--- src/rtl/ea_pkg.sv ---
package ea_pkg;

    typedef enum logic [3:0] {
        M_IMM  = 4'd0,
        M_ZP   = 4'd1,
        M_ZPX  = 4'd2,
        M_ZPY  = 4'd3,
        M_ABS  = 4'd4,
        M_ABSX = 4'd5,
        M_ABSY = 4'd6,
        M_IND  = 4'd7,
        M_INDX = 4'd8,
        M_INDY = 4'd9
    } mode_e;

    typedef enum logic [1:0] {
        IX_NONE = 2'd0,
        IX_X    = 2'd1,
        IX_Y    = 2'd2
    } idx_sel_e;

    typedef enum logic [1:0] {
        PT_NONE = 2'd0,
        PT_ZP   = 2'd1,
        PT_FULL = 2'd2
    } ptr_kind_e;

    typedef struct packed {
        logic      legal;
        logic      no_fetch;
        logic      two_byte;
        idx_sel_e  op_idx;
        idx_sel_e  ptr_idx;
        ptr_kind_e ptr;
    } mode_attr_t;

    typedef enum logic [3:0] {
        S_IDLE,
        S_REQ_OPL,
        S_GET_OPL,
        S_REQ_OPH,
        S_GET_OPH,
        S_REQ_PTL,
        S_GET_PTL,
        S_REQ_PTH,
        S_GET_PTH,
        S_FIN
    } seq_state_e;

endpackage

--- src/rtl/ea_mode_info.sv ---
module ea_mode_info
    import ea_pkg::*;
#(
    parameter int MW = 4
) (
    input  logic [MW-1:0] code,
    output mode_attr_t    attr
);

    always_comb begin
        attr = '{legal: 1'b1, no_fetch: 1'b0, two_byte: 1'b0,
                 op_idx: IX_NONE, ptr_idx: IX_NONE, ptr: PT_NONE};
        unique case (code)
            MW'(M_IMM):  attr.no_fetch = 1'b1;
            MW'(M_ZP):   ;
            MW'(M_ZPX):  attr.op_idx = IX_X;
            MW'(M_ZPY):  attr.op_idx = IX_Y;
            MW'(M_ABS):  attr.two_byte = 1'b1;
            MW'(M_ABSX): begin
                attr.two_byte = 1'b1;
                attr.op_idx   = IX_X;
            end
            MW'(M_ABSY): begin
                attr.two_byte = 1'b1;
                attr.op_idx   = IX_Y;
            end
            MW'(M_IND):  begin
                attr.two_byte = 1'b1;
                attr.ptr      = PT_FULL;
            end
            MW'(M_INDX): begin
                attr.op_idx = IX_X;
                attr.ptr    = PT_ZP;
            end
            MW'(M_INDY): begin
                attr.ptr     = PT_ZP;
                attr.ptr_idx = IX_Y;
            end
            default: begin
                attr.legal    = 1'b0;
                attr.no_fetch = 1'b1;
            end
        endcase
    end

endmodule

--- src/rtl/ea_index_add.sv ---
module ea_index_add #(
    parameter int DW = 8,
    parameter int AW = 16
) (
    input  logic [AW-1:0] base,
    input  logic [DW-1:0] idx,
    input  logic          wrap_page,
    output logic [AW-1:0] sum
);

    logic [DW-1:0] low_sum;

    assign low_sum = base[DW-1:0] + idx;
    assign sum = wrap_page ? {base[AW-1:DW], low_sum}
                           : base + {{(AW-DW){1'b0}}, idx};

endmodule

--- src/rtl/ea_sequencer.sv ---
module ea_sequencer
    import ea_pkg::*;
#(
    parameter int DW = 8,
    parameter int MW = 4
) (
    input  logic             clk,
    input  logic             rst_n,
    input  logic             start,
    input  logic [MW-1:0]    mode,
    input  logic [2*DW-1:0]  pc_in,
    input  logic [DW-1:0]    x_idx,
    input  logic [DW-1:0]    y_idx,
    output logic             mem_rd,
    output logic [2*DW-1:0]  mem_addr,
    input  logic [DW-1:0]    mem_rdata,
    output logic             done,
    output logic             err,
    output logic [2*DW-1:0]  ea,
    output logic [2*DW-1:0]  pc_out
);

    localparam int AW = 2 * DW;
    localparam logic [AW-1:0] ONE_A = AW'(1);
    localparam logic [DW-1:0] ONE_D = DW'(1);
    localparam logic [MW-1:0] LAST_CODE = MW'(M_INDY);

    seq_state_e state, state_nx;
    mode_attr_t attr_in;

    logic            two_byte_r;
    idx_sel_e        op_idx_r, ptr_idx_r;
    ptr_kind_e       ptr_r;
    logic [DW-1:0]   x_r, y_r, opl_r, ptl_r;
    logic [AW-1:0]   pc_r, ptr_addr_r, ea_r;
    logic            err_r;

    logic [DW-1:0]   op_idx_val, ptr_idx_val;
    logic [AW-1:0]   op_base, op_sum, ptr_word, fin_sum, ptr_hi_addr;

    ea_mode_info #(.MW(MW)) u_dec (
        .code (mode),
        .attr (attr_in)
    );

    always_comb begin
        unique case (op_idx_r)
            IX_X:    op_idx_val = x_r;
            IX_Y:    op_idx_val = y_r;
            default: op_idx_val = '0;
        endcase
        unique case (ptr_idx_r)
            IX_X:    ptr_idx_val = x_r;
            IX_Y:    ptr_idx_val = y_r;
            default: ptr_idx_val = '0;
        endcase
    end

    assign op_base  = two_byte_r ? {mem_rdata, opl_r} : {{DW{1'b0}}, mem_rdata};
    assign ptr_word = {mem_rdata, ptl_r};

    ea_index_add #(.DW(DW), .AW(AW)) u_op_add (
        .base      (op_base),
        .idx       (op_idx_val),
        .wrap_page (!two_byte_r),
        .sum       (op_sum)
    );

    ea_index_add #(.DW(DW), .AW(AW)) u_ptr_add (
        .base      (ptr_word),
        .idx       (ptr_idx_val),
        .wrap_page (1'b0),
        .sum       (fin_sum)
    );

    ea_index_add #(.DW(DW), .AW(AW)) u_hi_add (
        .base      (ptr_addr_r),
        .idx       (ONE_D),
        .wrap_page (ptr_r == PT_ZP),
        .sum       (ptr_hi_addr)
    );

    // State register
    always_ff @(posedge clk) begin
        if (!rst_n) state <= S_IDLE;
        else        state <= state_nx;
    end

    // Next-state logic
    always_comb begin
        state_nx = state;
        unique case (state)
            S_IDLE:    if (start) state_nx = attr_in.no_fetch ? S_FIN : S_REQ_OPL;
            S_REQ_OPL: state_nx = S_GET_OPL;
            S_GET_OPL: begin
                if (two_byte_r)           state_nx = S_REQ_OPH;
                else if (ptr_r != PT_NONE) state_nx = S_REQ_PTL;
                else                       state_nx = S_FIN;
            end
            S_REQ_OPH: state_nx = S_GET_OPH;
            S_GET_OPH: state_nx = (ptr_r == PT_FULL) ? S_REQ_PTL : S_FIN;
            S_REQ_PTL: state_nx = S_GET_PTL;
            S_GET_PTL: state_nx = S_REQ_PTH;
            S_REQ_PTH: state_nx = S_GET_PTH;
            S_GET_PTH: state_nx = S_FIN;
            S_FIN:     state_nx = S_IDLE;
            default:   state_nx = S_IDLE;
        endcase
    end

    // Outputs
    always_comb begin
        mem_rd   = 1'b0;
        mem_addr = pc_r;
        unique case (state)
            S_REQ_OPL, S_REQ_OPH: mem_rd = 1'b1;
            S_REQ_PTL: begin
                mem_rd   = 1'b1;
                mem_addr = ptr_addr_r;
            end
            S_REQ_PTH: begin
                mem_rd   = 1'b1;
                mem_addr = ptr_hi_addr;
            end
            default: ;
        endcase
    end

    assign done   = (state == S_FIN);
    assign err    = done & err_r;
    assign ea     = ea_r;
    assign pc_out = pc_r;

    // Datapath registers
    always_ff @(posedge clk) begin
        if (!rst_n) begin
            two_byte_r <= 1'b0;
            op_idx_r   <= IX_NONE;
            ptr_idx_r  <= IX_NONE;
            ptr_r      <= PT_NONE;
            x_r        <= '0;
            y_r        <= '0;
            opl_r      <= '0;
            ptl_r      <= '0;
            pc_r       <= '0;
            ptr_addr_r <= '0;
            ea_r       <= '0;
            err_r      <= 1'b0;
        end else begin
            unique case (state)
                S_IDLE: if (start) begin
                    two_byte_r <= attr_in.two_byte;
                    op_idx_r   <= attr_in.op_idx;
                    ptr_idx_r  <= attr_in.ptr_idx;
                    ptr_r      <= attr_in.ptr;
                    x_r        <= x_idx;
                    y_r        <= y_idx;
                    ea_r       <= pc_in;
                    err_r      <= !attr_in.legal;
                    pc_r       <= (attr_in.no_fetch && attr_in.legal) ? pc_in + ONE_A : pc_in;
                end
                S_REQ_OPL, S_REQ_OPH: pc_r <= pc_r + ONE_A;
                S_GET_OPL: begin
                    opl_r <= mem_rdata;
                    if (!two_byte_r) begin
                        if (ptr_r != PT_NONE) ptr_addr_r <= op_sum;
                        else                  ea_r       <= op_sum;
                    end
                end
                S_GET_OPH: begin
                    if (ptr_r == PT_FULL) ptr_addr_r <= op_sum;
                    else                  ea_r       <= op_sum;
                end
                S_GET_PTL: ptl_r <= mem_rdata;
                S_GET_PTH: ea_r  <= fin_sum;
                S_FIN:     err_r <= 1'b0;
                default: ;
            endcase
        end
    end

    AST_DONE_PULSE: assert property (@(posedge clk) disable iff (!rst_n)
        done |=> !done);
    AST_ERR_ONLY_DONE: assert property (@(posedge clk) disable iff (!rst_n)
        err |-> done);
    AST_RD_SPACED: assert property (@(posedge clk) disable iff (!rst_n)
        mem_rd |=> !mem_rd);
    AST_IMM_FAST: assert property (@(posedge clk) disable iff (!rst_n)
        (state == S_IDLE && start && mode == MW'(M_IMM)) |=>
            (done && !err && ea == $past(pc_in) && pc_out == $past(pc_in) + ONE_A));
    AST_BAD_CODE: assert property (@(posedge clk) disable iff (!rst_n)
        (state == S_IDLE && start && mode > LAST_CODE) |=>
            (done && err && pc_out == $past(pc_in)));
    AST_BUSY_HOLDS: assert property (@(posedge clk) disable iff (!rst_n)
        (state != S_IDLE && state != S_FIN && start) |=> (state != S_IDLE));

endmodule

--- config.mk ---
export PLATFORM = sky130hd
export DESIGN_NAME = ea_sequencer
export DESIGN_NICKNAME = d
export VERILOG_FILES = /design/src/rtl/ea_pkg.sv /design/src/rtl/ea_mode_info.sv /design/src/rtl/ea_index_add.sv /design/src/rtl/ea_sequencer.sv
export SDC_FILE = /design/constraint.sdc
export NUM_CORES = 1
export LEC_CHECK = 0
export BUFFER_PORTS_ARGS = -buffer_cell sky130_fd_sc_hd__buf_2
export CORE_MARGIN = 3
export CORE_UTILIZATION = 60
export CTS_CLUSTER_SIZE = 30
export DETAILED_ROUTE_END_ITERATION = 8
export GPL_TIMING_DRIVEN = 0
export PLACE_DENSITY = 0.84
export SLEW_MARGIN = 15
export SYNTH_ARGS = -nofsm -noshare
export SYNTH_HDL_FRONTEND = slang
export SYNTH_SLANG_ARGS = --single-unit
--- constraint.sdc ---
create_clock -name clk -period 10.1 [get_ports clk]
set_input_delay 1.01 -clock clk [delete_from_list [all_inputs] [get_ports clk]]
set_output_delay 1.01 -clock clk [all_outputs]
set_load 0.03 [all_outputs]
==> results.md <==
| Item | This run |
| --- | --- |
| Hold Buf Count CTS | 0 |
| Pre-CTS WS | 6210 ps |
| Max-cap violations | 0 |
| Synthesized flop and latch total | 91 |
| Kind of end point of the critical path | flip-flop |
| Effective utilization at floorplan | 63.2% |
| Initial antenna violation count | 0 |
| Type of the setup path with the least slack | flip-flop to flip-flop |
| Vias in the first global route | 6,137 |
| Number of violations reported at the end of detailed-routing iteration 0 | 630 |
| CTS H-Tree Depth | 3 |
| Detailed-route DRC error count | 0 |
| Net count of the finished layout | 956 |
| Total track usage | 33.7% |
| Post-CTS repair timing setup buffer count | 0 |
| Layout overhead on the synthesized area | 14.1% |
| CP Launch Type | flip-flop |
| Average size of a mapped cell | 7.62 um2 |
| Fmax | 247 MHz |
| Synth unique cells | 61 |
| Core Region | 0.00946 mm2 |
| Fin. Hold Viols | 0 |
| Final worst clock skew | 12.8 ps |
| Leading cell type by number of instances after synthesis | nand2_1 |
| Final-layout setup total negative slack | 0 ps |
| Fraction of layout cells with a size suffix above 1 | 15.7% |
| Clock period minus worst slack | 4050 ps |
| Input/output buffers | 91 |
| Post-synthesis cell count | 784 |
| Final Setup Violations | 0 |
| Capture point of the worst path | ea[8] |
| Skew-Pair Late Insertion Delay | 370 ps |
| First-pass GRT wire length | 30.6 mm |
| Global route total overflow | 0 |
| Peak supply drop | 0.000105 V |
| Endpoint arrival time on the critical path | 4300 ps |
| Count of final max-slew check failures | 0 |
| Kind of cell adding the most delay to the critical path | buffers and inverters |
| Reg2Reg Setup Slack | 6050 ps |
| Final non-filler cell area | 0.00682 mm2 |
| Leak pwr | 2.71 nW |
| Worst setup path startpoint | two_byte_r |
| Placed Cells | 1,004 |
| Count of flip-flops with a built-in enable after synthesis | 0 |
| Top Ports | 98 |
| Die height | 106 um |
| Clock tree from TritonCTS | done |
| Class of the most critical hold timing path | flip-flop to flip-flop |
| Most prevalent standard cell on the critical path | clkbuf_1 |
| Post-synth top cells | 124 x nand2_1, 91 x dfxtp_1, 80 x a21oi_1, 71 x nor2_1, 49 x o21ai_0 |
| Vias | 6,228 |
| Dpl hpwl | 14.5 mm |
| Pin count of the biggest net entering global routing | 16 |
| Yosys warns | 0 |
| Cell depth of the worst setup path | 11 |
| Net count after synthesis | 854 |
| Clock-pin slew of the registers on the worst-case setup and hold paths | 100 ps |
| Critical Path Fanout Max | 10 |
| Sequential share of the synthesized area | 30.5% |
| Worst rel slew slack | 44.7% |
| Critical path, cell by cell | clkbuf_1 > clkbuf_1 > mux2_2 > ha_1 > fa_1 > a211oi_1 > nor3b_1 > o22ai_1 > xnor2_1 > a221oi_1 > a21oi_1 |
| Post-route insts no fill | 1,020 |
| Maximum number of buffers from clock root to sink | 2 |
| Flip-flop and latch area | 0.00182 mm2 |
| Unrepaired setup endpoints after global routing | no |
| Reg-to-reg critical path endpoint | ea[8] |
| Transition time at the pin with the least slew margin | 829 ps |
| Die span in x | 106 um |
| Endpoint required time on the critical path | 10,350 ps |
| FILL cells | 830 |
| Ant. Diodes | 0 |
| Overall power of the completed layout | 1.14 mW |
| Start of the worst register-to-register path | two_byte_r |
| Remaining number of nets flagged by the antenna check after routing | 0 |
| Routed WL | 18.7 mm |
| Fraction of the cycle the final worst path needs | 40.1% |
| Clk root buf | clkbuf_8 |
| Post-detailed-route via-to-cell ratio | 6.11 |
| Mean routed wirelength per cell | 18.3 um |
| Power density over cell area | 167 mW/mm2 |
| Area of placed instances | 0.00659 mm2 |
| Slowest cell on the critical path | clkbuf_1 |
| GPL Wtd Cong | 0.946 |
| Status | finished clean |
| Async SR Flop Fraction | 0% |
| Total CTS buffers | 9 |
| Top cell type by total area after synthesis | dfxtp_1 |
| Delay of the slowest critical-path stage | 560 ps |
| Worst Reg-to-Reg Cells | 11 |
| Post-CTS sizing | 0 |
| Area of the multi-input gates | 0.00388 mm2 |
| Sink count of the clock tree | 91 |
| Drt pass-1 iters | 6 |
| Row Count | 35 |
| Critical path buffer and inverter count | 2 |
| Fraction of post-synthesis cell area in the top cell type by area | 30.5% |
| Worst Setup Slack, final | 6050 ps |
| Final Util | 72.1% |
| Predominant post-synthesis flop cell | dfxtp_1 |
| Top cells by area, synth | dfxtp_1 30%, nand2_1 7.8%, a21oi_1 6.7% |
| Die outline area | 0.0112 mm2 |
| Synthesized cell area | 0.00597 mm2 |
| Hold Slack | 460 ps |
-- flip-flops by register name, summed over array words and instances (netlist names), 4 cells and up --
register,cells
opl_r,8
ptr_addr_r,16
x_r,8
pc_out,16
ptl_r,8
ea,16
y_r,8
state,4
-- cells by family (layout without fill, tap and decap cells) --
| family | after synthesis | count (layout) | share of synthesized area [%] |
|---|---|---|---|
| buffers and inverters | 63 | 170 | 4.52 |
| xor gates and xnor gates | 62 | 62 | 9.09 |
| adders and majority gates | 23 | 23 | 5.07 |
| and+or+nand+nor | 308 | 308 | 24.1 |
| muxes | 29 | 29 | 5.03 |
| DFF | 91 | 91 | 30.5 |
| AOI/OAI and AO/OA | 208 | 208 | 21.7 |
-- layout make-up --
type                       instances  share of cell area, %
tap                              129                   2.37
clock buffer                      11                   2.07
sequential                        91                   26.7
buffer                            51                   3.30
inverter                          12                  0.661
multi-input combinational        630                   56.9
timing repair buffer              91                   6.68
clock inverter                     5                   1.25
-- tightest hold or removal path: cells and delay by family, from the launching register on --
family | cells | cell delay (ps)
AOI/OAI and AO/OA | 1 | 50
DFF | 1 | 320
and+or+nand+nor | 1 | 50
-- report_power, final --
part	total [mW]	internal, mW	switching (mW)
Combinational	0.409	0.125	0.284
Sequential	0.443	0.403	0.0401
Clock	0.285	0.148	0.137
-- metal layers --
metal  vias up  wire length [um]  track usage (%)
met5         -                 0                0
met1      2855              7400             40.5
li1       2977                 -                -
met3        60              1440             5.88
met2       336              9210             59.8
met4         0               637             13.0
-- cells in the final DEF (no fill, tap or decap), types with 3 or more instances in the layout --
master,instances
o221ai_1,6
xor2_1,26
nand2_1,124
dfxtp_1,91
or3_1,4
o21ai_0,49
ha_1,21
nor2b_1,9
clkbuf_8,10
and3_1,10
nor3_1,11
xnor2_1,36
a31oi_1,5
a211oi_1,6
and4_1,5
clkbuf_1,33
buf_2,106
o211ai_1,5
a22oi_1,14
nor3b_1,3
inv_1,11
a221oi_1,9
mux2_2,8
and2_1,20
a21oi_1,80
nand3_1,26
mux2i_1,21
a21o_1,8
nand2b_1,4
nand4_1,12
o22ai_1,5
nor2_1,71
-- worst min-delay path by stage --
stage / cells after the start / from / end / slack, ps
2_1_floorplan: 2 / opl_r[0] / opl_r[0] / 430
3_3_place_gp: 2 / opl_r[1] / opl_r[1] / 440
3_5_place_dp: 2 / opl_r[2] / opl_r[2] / 450
4_1_cts: 2 / opl_r[2] / opl_r[2] / 460
5_1_grt: 2 / x_r[7] / x_r[7] / 480
6_report: 2 / opl_r[5] / opl_r[5] / 460
Power figures use the tool's default switching activity.
